`src/rtl/wkw_sel_pkg.sv`:
```
package wkw_sel_pkg;
    typedef enum logic {
        KIND_NO_TAG = 1'b0,
        KIND_TAG    = 1'b1
    } req_kind_e;

    function automatic int unsigned cnt_width(input int unsigned group_size);
        return (group_size < 1) ? 1 : $clog2(group_size + 1);
    endfunction
endpackage

```
`src/rtl/wkw_tag_gate.sv`:
```
module wkw_tag_gate #(
    parameter int unsigned GROUP_SIZE = 2,
    parameter int unsigned WAIT_LIMIT = 1,
    localparam int unsigned CNT_W = wkw_sel_pkg::cnt_width(GROUP_SIZE)
) (
    input  logic             tag_waiting,
    input  logic [CNT_W-1:0] group_wait_cnt,
    output logic             tag_ok
);
    generate
        if (WAIT_LIMIT >= GROUP_SIZE) begin : g_unlimited
            logic unused_cnt;
            assign unused_cnt = ^group_wait_cnt;
            assign tag_ok = !tag_waiting;
        end else begin : g_limited
            assign tag_ok = !tag_waiting && (group_wait_cnt < CNT_W'(WAIT_LIMIT));
        end
    endgenerate
endmodule

```
`src/rtl/wkw_elig_mask.sv`:
```
module wkw_elig_mask #(
    parameter int unsigned N_REQ = 8
) (
    input  logic [N_REQ-1:0] req,
    input  logic [N_REQ-1:0] produces_tag,
    input  logic             tag_ok,
    output logic [N_REQ-1:0] eligible
);
    import wkw_sel_pkg::*;
    generate
        for (genvar i = 0; i < N_REQ; i++) begin : g_ent
            req_kind_e kind;
            assign kind        = req_kind_e'(produces_tag[i]);
            assign eligible[i] = req[i] && ((kind == KIND_NO_TAG) || tag_ok);
        end
    endgenerate
endmodule

```
`src/rtl/wkw_oldest_pick.sv`:
```
module wkw_oldest_pick #(
    parameter int unsigned N_REQ = 8
) (
    input  logic             en,
    input  logic [N_REQ-1:0] eligible,
    output logic [N_REQ-1:0] grant
);
    logic [N_REQ:0] older_any;
    assign older_any[0] = 1'b0;
    generate
        for (genvar i = 0; i < N_REQ; i++) begin : g_chain
            assign older_any[i+1] = older_any[i] | eligible[i];
            assign grant[i]       = en & eligible[i] & ~older_any[i];
        end
    endgenerate
endmodule

```
`src/rtl/wkw_fu_select.sv`:
```
module wkw_fu_select #(
    parameter int unsigned N_REQ      = 8,
    parameter int unsigned GROUP_SIZE = 2,
    parameter int unsigned WAIT_LIMIT = 1,
    localparam int unsigned CNT_W = wkw_sel_pkg::cnt_width(GROUP_SIZE)
) (
    input  logic             en,
    input  logic [N_REQ-1:0] req,
    input  logic [N_REQ-1:0] produces_tag,
    input  logic             tag_waiting,
    input  logic [CNT_W-1:0] group_wait_cnt,
    output logic [N_REQ-1:0] grant
);
    logic             tag_ok;
    logic [N_REQ-1:0] eligible;

    wkw_tag_gate #(.GROUP_SIZE(GROUP_SIZE), .WAIT_LIMIT(WAIT_LIMIT)) u_gate (
        .tag_waiting   (tag_waiting),
        .group_wait_cnt(group_wait_cnt),
        .tag_ok        (tag_ok)
    );

    wkw_elig_mask #(.N_REQ(N_REQ)) u_mask (
        .req         (req),
        .produces_tag(produces_tag),
        .tag_ok      (tag_ok),
        .eligible    (eligible)
    );

    wkw_oldest_pick #(.N_REQ(N_REQ)) u_pick (
        .en      (en),
        .eligible(eligible),
        .grant   (grant)
    );

    always_comb begin
        a_r1_onehot: assert ($onehot0(grant));
        a_r2_disabled: assert (en || (grant == '0));
        a_r3_oldest: assert ((grant == '0) || (((grant - N_REQ'(1)) & eligible) == '0));
        a_r4_no_overwrite: assert (!tag_waiting || ((grant & produces_tag) == '0));
        a_r5_nontag_passes: assert (!(en && tag_waiting && ((req & ~produces_tag) != '0))
                                    || ((grant & ~produces_tag) != '0));
        a_r6_group_limit: assert ((WAIT_LIMIT >= GROUP_SIZE)
                                  || (group_wait_cnt < CNT_W'(WAIT_LIMIT))
                                  || ((grant & produces_tag) == '0));
        a_r7_work_conserving: assert (!(en && (eligible != '0)) || (grant != '0));
        a_r8_req_only: assert ((grant & ~req) == '0);
    end
endmodule

```
`config.mk`:
```
export PLATFORM = sky130hd
export DESIGN_NAME = wkw_fu_select
export DESIGN_NICKNAME = d
export VERILOG_FILES = /design/src/rtl/wkw_sel_pkg.sv /design/src/rtl/wkw_tag_gate.sv /design/src/rtl/wkw_elig_mask.sv /design/src/rtl/wkw_oldest_pick.sv /design/src/rtl/wkw_fu_select.sv
export SDC_FILE = /design/constraint.sdc
export NUM_CORES = 1
export LEC_CHECK = 0
export BUFFER_PORTS_ARGS = -buffer_cell sky130_fd_sc_hd__buf_2
export CORE_AREA = 2 2 39 41
export DETAILED_ROUTE_END_ITERATION = 16
export DIE_AREA = 0 0 41 43
export GPL_TIMING_DRIVEN = 0
export PLACE_DENSITY = 0.46
export SYNTH_ARGS = -nofsm -noshare
export SYNTH_HDL_FRONTEND = slang
export SYNTH_HIERARCHICAL = 1
export SYNTH_SLANG_ARGS = --single-unit
```
`constraint.sdc`:
```
create_clock -name vclk -period 1.6
set_input_delay 0.16 -clock vclk [all_inputs]
set_output_delay 0.16 -clock vclk [all_outputs]
set_load 0.02 [all_outputs]
```
==> reports/qor.csv <==
metric,value,unit
syn_area,206,um2
cts_hold_buf,0,
first_pass_iters,1,
p_leak,0.235,nW
wl_per_cell,11.3,um
slowest_stage,or4b_4,
grt_pass1_wl,1060,um
place_congestion,0.597,
drc_errors,0,
grt_max_degree,6,
crit_path_start_kind,primary input,
num_vias,306,
cp-endpoint,grant[5],
critPathMaxStageDelay,0.56,ns
slew_headroom,82.5,%
port-buffer-count,28,
endpoint_kind,primary output,
hold_viol_final,0,
dieArea,0.00176,mm2
p_per_area,225,mW/mm2
finalCritPeriodShare,98.2,%
grt_usage,7.99,%
syn_nets,41,
diodes,0,
crit_start,group_wait_cnt[0],
avgViaCountPerCell,4.43,
core_region_area,0.00138,mm2
peakVddDrop,0.0778,mV
antenna_left,0,
fp.dieW,41,um
clkbuf_count,0,
required,1.44,ns
final_cells,69,
overflow,0,
io_pins,28,
wl,782,um
status,"finished, final reports clean",
seq_area_frac_synth,0,%
maxSlewViolCount,0,
cp_max_fo,5,
seq_cells,0,
setup_viol,0,
area_delta_synth_final,125,%
drt_iter0_markers,0,
criticalPathCategory,in -> out,
synth.distinct_cells,14,
drive_gt1_share,92.5,%
syn_avg_cell_area,9.83,um2
fp.dieH,43,um
first_global_vias,265,
fill_cells,152,
multi_input_area,244,um2
worstHoldPathType,in -> out,
ys_warn_count,6,
arrival,1.41,ns
rows,14,
path_cells,buf_6 > nor3_4 > inv_2 > a21boi_2 > or4b_4 > nor4b_4 > buf_4,
start_util,14.9,%
grt_setup_unrepaired,yes,
synth_cells,21,
nNetsFinal,75,
post-route-util,33.6,%
dp.cells,65,
antenna_found_initial,0,
finalPower,105,uW
fin_crit,1.57,ns
cap_violations,0,
fmax,637,MHz
worst_slew_pin_slew,0.261,ns
register_area,0,um2
## cell usage after synthesis, drive strengths merged
library cell / n / area share (%)
a21boi: 8 / 44
and2: 2 / 6.7
nor3: 2 / 7.3
nor4b: 2 / 12
and3: 1 / 3.0
and3b: 1 / 4.8
and4b: 1 / 4.8
and4bb: 1 / 6.1
inv: 1 / 1.8
nor3b: 1 / 3.6
or4b: 1 / 6.7
## area by class of cell
cell class | count | area share [%]
Timing Repair Buffer | 32 | 42.5
Inverter | 1 | 0.806
Multi-Input combinational cell | 20 | 52.4
Tap cell | 16 | 4.30
## through the flow
stage | setup WS, ns | hold WS, ns | cell area [um2] | setup TNS, ns
after floorplan | 0.0538 | 0.500 | 220 | 0
after global placement | -0.160 | 0.712 | 380 | -0.247
after detailed placement | -0.158 | 0.707 | 380 | -0.237
after CTS | -0.00335 | 0.711 | 405 | -0.00335
after global routing | -0.0181 | 0.738 | 465 | -0.0181
final | 0.0292 | 0.710 | 465 | 0
## worst min-delay path by stage
stage | cells past startpoint | startpoint | endpoint | slack [ns]
floorplan | 1 | en | grant[0] | 0.50
global route | 4 | produces_tag[5] | grant[5] | 0.74
detailed placement | 3 | en | grant[0] | 0.71
global placement | 3 | en | grant[0] | 0.71
finish | 3 | en | grant[0] | 0.71
CTS | 3 | en | grant[0] | 0.71
## power breakdown
| part | switching [mW] | leakage, nW | internal, mW |
|---|---|---|---|
| Clock | 0 | 0 | 0 |
| Sequential | 0 | 0 | 0 |
| Combinational | 0.0445 | 0.235 | 0.0602 |
## worst max-delay path: cells and delay by family
kind | cells | cell delay, ns
AO/OA/AOI/OAI | 1 | 0.08
buffers and inverters | 3 | 0.36
AND/OR/NAND/NOR | 3 | 0.81
## cell families after synthesis
logic type / count (synthesis) / synth area share, %
AND/OR/NAND/NOR: 12 / 54.5
buffers and inverters: 1 / 1.82
AO/OA/AOI/OAI: 8 / 43.6
## repair_timing
item,4_1_cts,5_1_grt
buffers inserted,2,2
hold endpoints to repair,0,0
endpoints found under the setup margin,2,5
pin swaps,3,3
resized for setup,2,8
## layer usage
layer	GRT usage, %	wire, um	vias to the layer above
met5	0	0	-
met1	10.1	276	129
met4	0	0	0
met3	2.62	171	0
li1	-	-	149
met2	13.4	335	28
## cell usage in the layout, fill, tap and decap left out, drive strengths merged
master and n:
buf 32, a21boi 8, nor3 2, and2 2, nor4b 2, inv 1
and4bb 1, or4b 1, nor3b 1, and3 1, and4b 1, and3b 1
Power figures use the tool's default switching activity.
